--- src/rtl/tic_pkg.sv ---
package tic_pkg;
    localparam int GAIN_FRAC = 15;
    localparam int INV_W     = 16;

    typedef enum logic [1:0] {
        ST_IDLE = 2'd0,
        ST_ACC  = 2'd1,
        ST_DIV  = 2'd2
    } cal_state_e;
endpackage

--- src/rtl/tic_corrector.sv ---
module tic_corrector
    import tic_pkg::*;
#(
    parameter int DW = 12,
    parameter int OW = DW + 1
) (
    input  logic [DW-1:0]    sample,
    input  logic [OW-1:0]    offset,
    input  logic [INV_W-1:0] inv_gain,
    output logic [DW-1:0]    corrected,
    output logic [DW+1:0]    abs_diff
);
    localparam int XW  = DW + 2;
    localparam int PRW = XW + INV_W + 1;
    localparam logic signed [PRW-1:0] MAXV = PRW'((64'sd1 <<< (DW - 1)) - 1);
    localparam logic signed [PRW-1:0] MINV = -MAXV - 1;
    localparam logic signed [PRW-1:0] HALF = PRW'(64'sd1 <<< (GAIN_FRAC - 1));

    logic signed [XW-1:0]  diff;
    logic signed [PRW-1:0] dx, gx, prod, rnd, shf;

    always_comb begin
        diff = $signed({sample[DW-1], sample[DW-1], sample}) - $signed({offset[OW-1], offset});
        abs_diff = diff[XW-1] ? XW'(-diff) : XW'(diff);
        dx   = PRW'(diff);
        gx   = $signed({{(PRW-INV_W){1'b0}}, inv_gain});
        prod = dx * gx;
        rnd  = prod + HALF;
        shf  = rnd >>> GAIN_FRAC;
        if (shf > MAXV)      corrected = MAXV[DW-1:0];
        else if (shf < MINV) corrected = MINV[DW-1:0];
        else                 corrected = shf[DW-1:0];
    end
endmodule

--- src/rtl/tic_seq_divider.sv ---
module tic_seq_divider #(
    parameter int NW    = 33,
    parameter int DEN_W = 18,
    parameter int QW    = 16
) (
    input  logic             clk,
    input  logic             rst_n,
    input  logic             start,
    input  logic [NW-1:0]    num,
    input  logic [DEN_W-1:0] den,
    output logic             done,
    output logic [QW-1:0]    quot
);
    localparam int CNTW = $clog2(NW + 1);

    typedef struct packed {
        logic [DEN_W-1:0] rem;
        logic [NW-1:0]    sh;
        logic [NW-1:0]    q;
        logic [CNTW-1:0]  cnt;
        logic             busy;
        logic             done;
    } div_t;

    div_t dv_d, dv_q;
    logic [DEN_W:0] trial;

    always_comb begin
        dv_d      = dv_q;
        dv_d.done = 1'b0;
        trial     = {dv_q.rem, dv_q.sh[NW-1]};
        if (start) begin
            dv_d.rem  = '0;
            dv_d.sh   = num;
            dv_d.q    = '0;
            dv_d.cnt  = CNTW'(NW);
            dv_d.busy = 1'b1;
        end else if (dv_q.busy) begin
            if (trial >= {1'b0, den}) begin
                dv_d.rem = DEN_W'(trial - {1'b0, den});
                dv_d.q   = {dv_q.q[NW-2:0], 1'b1};
            end else begin
                dv_d.rem = trial[DEN_W-1:0];
                dv_d.q   = {dv_q.q[NW-2:0], 1'b0};
            end
            dv_d.sh  = dv_q.sh << 1;
            dv_d.cnt = dv_q.cnt - CNTW'(1);
            if (dv_q.cnt == CNTW'(1)) begin
                dv_d.busy = 1'b0;
                dv_d.done = 1'b1;
            end
        end
    end

    always_ff @(posedge clk) begin
        if (!rst_n) dv_q <= '0;
        else        dv_q <= dv_d;
    end

    assign done = dv_q.done;
    assign quot = (|dv_q.q[NW-1:QW]) ? {QW{1'b1}} : dv_q.q[QW-1:0];
endmodule

--- src/rtl/tic_calibrator.sv ---
module tic_calibrator
    import tic_pkg::*;
#(
    parameter int M    = 4,
    parameter int DW   = 12,
    parameter int LOGN = 4
) (
    input  logic                 clk,
    input  logic                 rst_n,
    input  logic                 in_valid,
    input  logic [DW-1:0]        in_sample,
    input  logic                 batch_start,
    output logic                 out_valid,
    output logic [DW-1:0]        out_sample,
    output logic [M*(DW+1)-1:0]  est_offset,
    output logic [M*INV_W-1:0]   est_inv_gain,
    output logic                 batch_done
);
    localparam int CW   = (M > 1) ? $clog2(M) : 1;
    localparam int BLEN = M << LOGN;
    localparam int BCW  = $clog2(BLEN);
    localparam int OW   = DW + 1;
    localparam int SW   = DW + LOGN;
    localparam int ABW  = DW + 2;
    localparam int PW   = ABW + LOGN;
    localparam int NW   = PW + GAIN_FRAC;
    localparam logic [INV_W-1:0] UNITY = INV_W'(1) << GAIN_FRAC;

    typedef struct packed {
        cal_state_e                st;
        logic [CW-1:0]             ch;
        logic [BCW-1:0]            cnt;
        logic [M-1:0][SW-1:0]      sum;
        logic [M-1:0][PW-1:0]      pw;
        logic [M-1:0][OW-1:0]      off;
        logic [M-1:0][INV_W-1:0]   inv;
        logic [M-1:0][INV_W-1:0]   inv_new;
        logic [CW-1:0]             dch;
        logic                      launch;
        logic                      done;
        logic                      ov;
        logic [DW-1:0]             od;
    } cal_t;

    cal_t st_d, st_q, st_rst;

    logic                  acc_ok, acc_en, div_done;
    logic [CW-1:0]         eff_ch;
    logic [BCW-1:0]        cnt_eff;
    logic [DW-1:0]         corr;
    logic [ABW-1:0]        absd;
    logic [INV_W-1:0]      div_q;
    logic [M-1:0][OW-1:0]  new_off;

    assign acc_ok  = (st_q.st == ST_IDLE) && batch_start;
    assign acc_en  = acc_ok || (st_q.st == ST_ACC);
    assign eff_ch  = acc_ok ? '0 : st_q.ch;
    assign cnt_eff = acc_ok ? '0 : st_q.cnt;

    for (genvar m = 0; m < M; m++) begin : g_off
        assign new_off[m] = OW'($signed(st_q.sum[m][SW-1:LOGN]))
                          - OW'($signed(st_q.sum[0][SW-1:LOGN]));
    end

    tic_corrector #(.DW(DW), .OW(OW)) u_corr (
        .sample    (in_sample),
        .offset    (st_q.off[eff_ch]),
        .inv_gain  (st_q.inv[eff_ch]),
        .corrected (corr),
        .abs_diff  (absd)
    );

    tic_seq_divider #(.NW(NW), .DEN_W(PW), .QW(INV_W)) u_div (
        .clk   (clk),
        .rst_n (rst_n),
        .start (st_q.launch),
        .num   ({st_q.pw[0], {GAIN_FRAC{1'b0}}}),
        .den   (st_q.pw[st_q.dch]),
        .done  (div_done),
        .quot  (div_q)
    );

    always_comb begin
        st_rst = '0;
        for (int m = 0; m < M; m++) begin
            st_rst.inv[m]     = UNITY;
            st_rst.inv_new[m] = UNITY;
        end
    end

    always_comb begin
        st_d        = st_q;
        st_d.done   = 1'b0;
        st_d.launch = 1'b0;
        st_d.ov     = in_valid;
        if (in_valid) begin
            st_d.od = corr;
            st_d.ch = (eff_ch == CW'(M - 1)) ? '0 : eff_ch + CW'(1);
        end else if (acc_ok) begin
            st_d.ch = '0;
        end

        if (acc_ok) begin
            st_d.st  = ST_ACC;
            st_d.cnt = '0;
            st_d.sum = '0;
            st_d.pw  = '0;
        end
        if (acc_en && in_valid) begin
            st_d.sum[eff_ch] = st_d.sum[eff_ch] + {{LOGN{in_sample[DW-1]}}, in_sample};
            st_d.pw[eff_ch]  = st_d.pw[eff_ch] + {{LOGN{1'b0}}, absd};
            if (cnt_eff == BCW'(BLEN - 1)) begin
                st_d.st     = ST_DIV;
                st_d.dch    = '0;
                st_d.launch = 1'b1;
            end else begin
                st_d.cnt = cnt_eff + BCW'(1);
            end
        end

        if (st_q.st == ST_DIV && div_done) begin
            st_d.inv_new[st_q.dch] = (st_q.pw[st_q.dch] == '0) ? UNITY : div_q;
            if (st_q.dch == CW'(M - 1)) begin
                st_d.st   = ST_IDLE;
                st_d.done = 1'b1;
                st_d.inv  = st_d.inv_new;
                st_d.off  = new_off;
            end else begin
                st_d.dch    = st_q.dch + CW'(1);
                st_d.launch = 1'b1;
            end
        end
    end

    always_ff @(posedge clk) begin
        if (!rst_n) st_q <= st_rst;
        else        st_q <= st_d;
    end

    assign out_valid    = st_q.ov;
    assign out_sample   = st_q.od;
    assign est_offset   = st_q.off;
    assign est_inv_gain = st_q.inv;
    assign batch_done   = st_q.done;
endmodule

--- config.mk ---
export PLATFORM = sky130hd
export DESIGN_NAME = tic_calibrator
export DESIGN_NICKNAME = d
export VERILOG_FILES = /design/src/rtl/tic_pkg.sv /design/src/rtl/tic_corrector.sv /design/src/rtl/tic_seq_divider.sv /design/src/rtl/tic_calibrator.sv
export SDC_FILE = /design/constraint.sdc
export NUM_CORES = 2
export LEC_CHECK = 0
export BUFFER_PORTS_ARGS = -buffer_cell sky130_fd_sc_hd__buf_2
export CAP_MARGIN = 20
export CELL_PAD_IN_SITES_DETAIL_PLACEMENT = 1
export CELL_PAD_IN_SITES_GLOBAL_PLACEMENT = 2
export CORE_MARGIN = 8
export CORE_UTILIZATION = 43
export CTS_BUF_LIST = sky130_fd_sc_hd__clkbuf_8
export CTS_CLUSTER_DIAMETER = 40
export DETAILED_ROUTE_END_ITERATION = 8
export GPL_TIMING_DRIVEN = 0
export HOLD_SLACK_MARGIN = 0.08
export MAX_ROUTING_LAYER = met4
export PLACE_DENSITY = 0.95
export SETUP_SLACK_MARGIN = 0.1
export SLEW_MARGIN = 10
export SYNTH_ARGS = -nofsm -noshare
export SYNTH_HDL_FRONTEND = slang
export SYNTH_SLANG_ARGS = --single-unit
--- constraint.sdc ---
create_clock -name clk -period 19.4 [get_ports clk]
set_input_delay 0.97 -clock clk [delete_from_list [all_inputs] [get_ports clk]]
set_output_delay 0.97 -clock clk [all_outputs]
set_load 0.01 [all_outputs]
Yosys cells after proc, flatten, opt, wreduce, memory -nomap -nowiden:

Index checks and enable logic that the tools add are counted.

* mux-type cells: 46
* reduce and logical (&&, ||, !) cells: 14
* bitwise operators: 2
* equality and inequality tests: 6
* magnitude comparators: 7
* multiply operators: 1
* add/sub/neg operators: 14

Operator list (number)
* $mux W142: 2
* $bwmux W64: 2
* $mux W16: 6
* $mux W74: 1
* $mux W73: 1
* $bmux W18 S2: 2
* $bwmux W72: 1
* $mux W18: 4
* $bmux W16 S2: 2
* $demux W16 S2: 2
* $sub A12 B12 Y13: 4
* $demux W18 S2: 1
* $add A31 B16 Y31 const B: 1
* $mul A14 B17 Y31: 1
* $bmux W13 S2: 1
* $mux W12: 2
* $ge A19 B18 Y1: 1
* $add A18 B14 Y18: 1
* $logic_not A18 Y1: 1
* $mux W2: 9
* $sub A18 B18 Y18: 1
* $reduce_or A17 Y1: 1
* $add A16 B16 Y16: 1
* $gt A16 B12 Y1 const B: 1
* other kinds (26): 41

* input port bits: 16
* output and inout port bits: 130
* word-level logic and storage cells: 125
* register bits after elaboration: 420

Logic depth before layout (Yosys ltp):

* depth in word-level cells: 11
* depth in mapped cells: 44
* depth with buffers taken out: 39

Modules after synthesis:

Synthesis repeated with hierarchy kept, for this count alone.

* cells, all modules: 3723
* area, all modules: 31362.6 um^2

By module, submodules not included
* tic_calibrator: sequential area each 6286.0 um^2, area an instance 17933.4 um^2, cells an instance 2122, times used 1
* tic_corrector: sequential area each 0.0 um^2, area an instance 8280.4 um^2, cells an instance 982, times used 1
* tic_seq_divider: sequential area each 1841.8 um^2, area an instance 5148.7 um^2, cells an instance 619, times used 1

Least setup slack after synthesis:

OpenSTA, ideal clock, no wires.

* path kind: input to register
* from: in batch_start
* to: reg st_q, in the netlist out_sample[1]
* path buffers: 7
* data arrival time: 9.910 ns
* library setup time: 0.075 ns
* slack: 9.415 ns
* data required time: 19.325 ns
* cell stages on the path: 39
* cells stage by stage: or3b_1 buf_2 clkbuf_1 clkbuf_1 clkbuf_1 clkbuf_1 nand2_1 ha_1 a21boi_1 o41a_1 a211o_1 a21o_1 a21oi_1 o221ai_1 inv_2 clkbuf_1 nand2_1 fa_1 [... 3 more ...] fa_1 fa_1 inv_1 fa_1 inv_1 ha_1 a21o_1 a21o_1 a21oi_1 a21o_1 o31ai_2 o31a_1 a21o_1 a21oi_2 xnor2_1 o2bb2ai_2 buf_4 o22ai_1

* longest elaborated chain between the ends: 10
* elaborated cells between the ends (all ways): 13
* those cells by class: add/sub (2); mul (1); order compare (2); mux (7); reduce/logical (1)

Ends and longest elaborated chain
* from (decl): line tic_calibrator.sv:12 `input logic batch_start,`
* $logic_and A1 B1 Y1 *: line tic_calibrator.sv:55 `assign acc_ok = (st_q.st == ST_IDLE) && batch_start;`
* $mux W2 *
* $bmux W13 S2: line tic_calibrator.sv:67 `.offset (st_q.off[eff_ch]),`
* $mux W13 (not written as such): line tic_calibrator.sv:67
* $sub A12 B13 Y14: line tic_corrector.sv:23 `diff = $signed({sample[DW-1], sample[DW-1], sample}) - $signed({offset[OW-1], offset});`
* $mul A14 B17 Y31 *: line tic_corrector.sv:27 `prod = dx * gx;`
* $add A31 B16 Y31 *: line tic_corrector.sv:28 `rnd = prod + HALF;`
* $lt A16 B12 Y1: line tic_corrector.sv:31 `else if (shf < MINV) corrected = MINV[DW-1:0];`
* $mux W12: line tic_corrector.sv:31
* $mux W12 *: line tic_corrector.sv:30 `if (shf > MAXV) corrected = MAXV[DW-1:0];`
* to (signal assigned): line tic_calibrator.sv:136 `if (!rst_n) st_q <= st_rst;`
* to (signal assigned): line tic_calibrator.sv:137 `else st_q <= st_d;`
* to (decl): line tic_calibrator.sv:45 `cal_t st_d, st_q, st_rst;`

Every way passes the cells marked *; elsewhere a longest branch is shown, timed or not. The select of a mux whose other input is x is not followed.
A chain may end at the register's enable or synchronous reset.

Final worst setup path:

* from: reg st_q[339] (netlist name)
* to: reg st_q, in the netlist out_sample[9]

* longest elaborated chain between the ends: 9
* elaborated cells between the ends (all ways): 12
* those cells by class: add/sub (2); mul (1); order compare (2); mux (7)

Ends and longest elaborated chain (line)
* $mux W2 *
* $bmux W13 S2: tic_calibrator.sv:67
* $mux W13 (not written as such): tic_calibrator.sv:67
* $sub A12 B13 Y14: tic_corrector.sv:23
* $mul A14 B17 Y31 *: tic_corrector.sv:27
* $add A31 B16 Y31 *: tic_corrector.sv:28
* $lt A16 B12 Y1: tic_corrector.sv:31
* $mux W12: tic_corrector.sv:31
* $mux W12 *: tic_corrector.sv:30

Marks and branches as above.

==> results.py <==
metrics = {
    "status": {
        "status": "finished, final reports clean",
    },
    "routing": {
        "first_pass_iters": 5,
        "vias": 26779,
        "route.detailed.drc": 0,
        "postRouteWirelength_mm": 109,
        "vias_per_cell": 5.63,
        "wl_per_cell_um": 23.0,
        "ant_nets": 0,
        "drt_iter0_markers": 1848,
    },
    "logic_synthesis": {
        "async_flop_share": 0,
        "ys_seq_area_frac": 0.260,
        "netlist_area_um2": 30100,
        "syn_inst": 3508,
        "synth_edf_count": 0,
        "synthFlopType": "dfxtp_1",
        "ys_warn_count": 0,
        "avgSynthCellArea_um2": 8.57,
        "ys_ff_latch": 391,
        "yosys.cell_types.count": 74,
    },
    "die": {
        "dieArea_um2": 78600,
        "start_util": 0.431,
        "core_region_area_um2": 69700,
        "die_w_um": 280,
        "io_pins": 146,
        "rows": 97,
        "die_h_um": 280,
    },
    "cts": {
        "htreeDepth": 3,
        "clock_sinks": 391,
        "cts-root-buf": "clkbuf_8",
        "cts_tree": "done",
        "cts-hold-fix-buffers": 0,
        "clkTransAtPathRegs_ps": 60,
        "clk_latency_ps": 710,
        "cts_buffers": 83,
        "cts_resized": 0,
        "post_cts_buffers": 0,
        "clock_path_buffers": 3,
    },
    "layout": {
        "drive_gt1_frac": 0.128,
        "final_area_um2": 33900,
        "fillers": 8424,
        "layout.nets": 4147,
        "synthToLayoutAreaGrowth_pct": 13.0,
    },
    "place": {
        "io_buffers": 131,
        "place_area_um2": 32000,
        "dp_hpwl_mm": 83.4,
        "gp_congestion": 0.907,
    },
    "timing": {
        "period_minus_slack_ps": 13360,
        "slew_headroom": 0.181,
        "drv_slew": 0,
        "fmax_mhz": 74.8,
        "tns_ps": 0,
        "clock_skew_ps": 54.6,
        "fin_crit_sh": 0.689,
        "rsz0062_at_grt": "no",
        "finalHoldViolations": 0,
        "worst_slew_pin_slew_ps": 1220,
        "setup_viol": 0,
    },
    "power_and_ir_drop": {
        "powerDensity_nw_per_um2": 74.5,
        "p_total_mw": 2.53,
        "ir_drop_mv": 0.0408,
        "power.leakage_nw": 15.2,
    },
    "worst_setup_path": {
        "worst-path-buf-inv": 9,
        "critPathLaunchType": "flop",
        "critPathRequiredTime_ps": 19960,
        "cp_common_cell": "fa_1",
        "r2r_end": "out_sample[9]",
        "reg2reg_depth": 41,
        "path_class": "flop to flop",
        "max_stage_delay_ps": 950,
        "crit_fanout": 10,
        "worstPathArrival_ps": 13920,
        "reg2reg_from": "st_q[339]",
        "end_kind": "flop",
        "slowest_stage": "xnor2_1",
        "critPathTopFamily": "adder cells",
        "rrSetupSlack_ps": 6040,
    },
    "min_path": {
        "holdPathStages": 2,
        "min_from": "st_q[53]",
        "hold_end": "st_q[53]",
        "hold_path_class": "flop to flop",
    },
    "global_routing": {
        "grt_usage": 0.279,
        "grt_overflow": 0,
        "antenna_found_initial": 6,
        "grt_max_degree": 13,
        "grt_pass1_vias": 27897,
        "grt_pass1_wl_mm": 165,
    },
    "run": {
        "drv_cap": 0,
    },
}
-- final cells by class --
| cell class | instances | area (µm²) | area share |
|---|---|---|---|
| Timing Repair Buffer | 139 | 736 | 0.0217 |
| Multi-Input combinational cell | 2516 | 19500 | 0.574 |
| Sequential cell | 391 | 7830 | 0.231 |
| Clock buffer | 100 | 1380 | 0.0405 |
| Inverter | 278 | 1040 | 0.0307 |
| Buffer | 335 | 1760 | 0.0517 |
| Clock inverter | 50 | 520 | 0.0153 |
| Antenna cell | 4 | 10.0 | 0.000295 |
| Tap cell | 940 | 1180 | 0.0346 |
-- logic make-up (layout without fill, tap and decap cells) --
family	after synthesis	count (layout)	synth area share
simple gates	1163	1163	0.177
compound gates	667	667	0.152
buf+inv	613	902	0.0931
flops	391	391	0.260
fa+ha+maj	387	387	0.204
mux	182	182	0.0824
xor+xnor	104	104	0.0303
other cells	1	17	0.000125
-- power breakdown --
part	switching (mW)	internal [mW]	leakage, nW
sequential	0.0138	0.821	3.16
clock	0.430	0.605	1.04
combinational	0.415	0.245	11.0
-- worst max path at each step --
stage,start,endpoint,slack [ps],cells past startpoint
2_1_floorplan,batch_start,out_sample[1],9410,39
3_3_place_gp,st_q[339],out_sample[9],6630,40
3_5_place_dp,st_q[339],out_sample[4],6460,41
4_1_cts,st_q[339],out_sample[9],6330,41
5_1_grt,st_q[339],out_sample[9],5630,41
6_report,st_q[339],out_sample[9],6040,41
-- sequential cells by signal, indices dropped and copies added, names as in the netlist --
name and count:
batch_done 1, est_inv_gain 64, est_offset 39, out_sample 12, out_valid 1, st_q 197, u_div.done 1, u_div.dv_q 76
-- Yosys cell counts (all sizes together) (5+ instances only) --
cell	count	share of area
o221ai	6	0.0017
nor2	163	0.020
o211ai	7	0.0017
o31ai	26	0.0067
o211a	55	0.018
or2	8	0.0017
nand2b	27	0.0056
and2	186	0.039
and3	5	0.0010
mux4	51	0.038
fa	172	0.11
ha	215	0.090
nand2	552	0.069
nor4	10	0.0021
a21oi	76	0.013
a31oi	9	0.0019
a21boi	160	0.040
o21bai	6	0.0015
mux2i	117	0.039
nor3	21	0.0035
mux2	14	0.0052
clkbuf	181	0.023
xnor2	76	0.022
o21a	26	0.0065
a21o	32	0.0080
buf	154	0.036
nor2b	27	0.0056
o21ai	189	0.031
o22ai	13	0.0027
nand3	127	0.021
a211o	6	0.0017
nand4	12	0.0025
xor2	28	0.0082
dfxtp	391	0.26
or3	10	0.0021
a22o	12	0.0035
inv	277	0.035
a211oi	8	0.0020
-- placed cells by master (no fill, tap or decap), types with 13 or more instances in the layout --
master / instances
nand2_1: 552
dfxtp_1: 391
inv_1: 296
ha_1: 215
o21ai_0: 189
and2_1: 185
clkbuf_1: 181
fa_1: 172
nor2_1: 162
a21boi_0: 157
buf_2: 135
buf_4: 131
nand3_1: 127
mux2i_1: 117
clkbuf_8: 100
a21oi_1: 75
xnor2_1: 73
o211a_1: 55
mux4_2: 51
a21o_1: 32
xor2_1: 28
nor2b_1: 27
nand2b_1: 27
o21a_1: 25
o31ai_1: 25
buf_1: 21
nor3_1: 21
mux2_2: 14
o22ai_1: 13
conb_1: 13
-- per-layer routing --
metal  global-route usage  wire (µm)
met1                0.353      46600
met2                0.437      49900
met3               0.0397       7170
met4                0.137       5530
met5                    -          0
-- stage by stage --
stage                      util  instances  setup WS, ps  hold slack (ps)
after floorplan               -       3520          9410              436
after global placement    0.458       4591          6630              449
after detailed placement  0.459       4593          6460              458
after CTS                 0.486       4743          6330              467
after global routing      0.487       4753          5630              481
final                     0.487       4753          6040              462
-- worst min-delay path: stages (launching register included) --
cell	delay, ps
dfxtp_1	310
nand2_1	50
a21boi_0	60
Note: power is estimated with default switching activity, not from simulation.
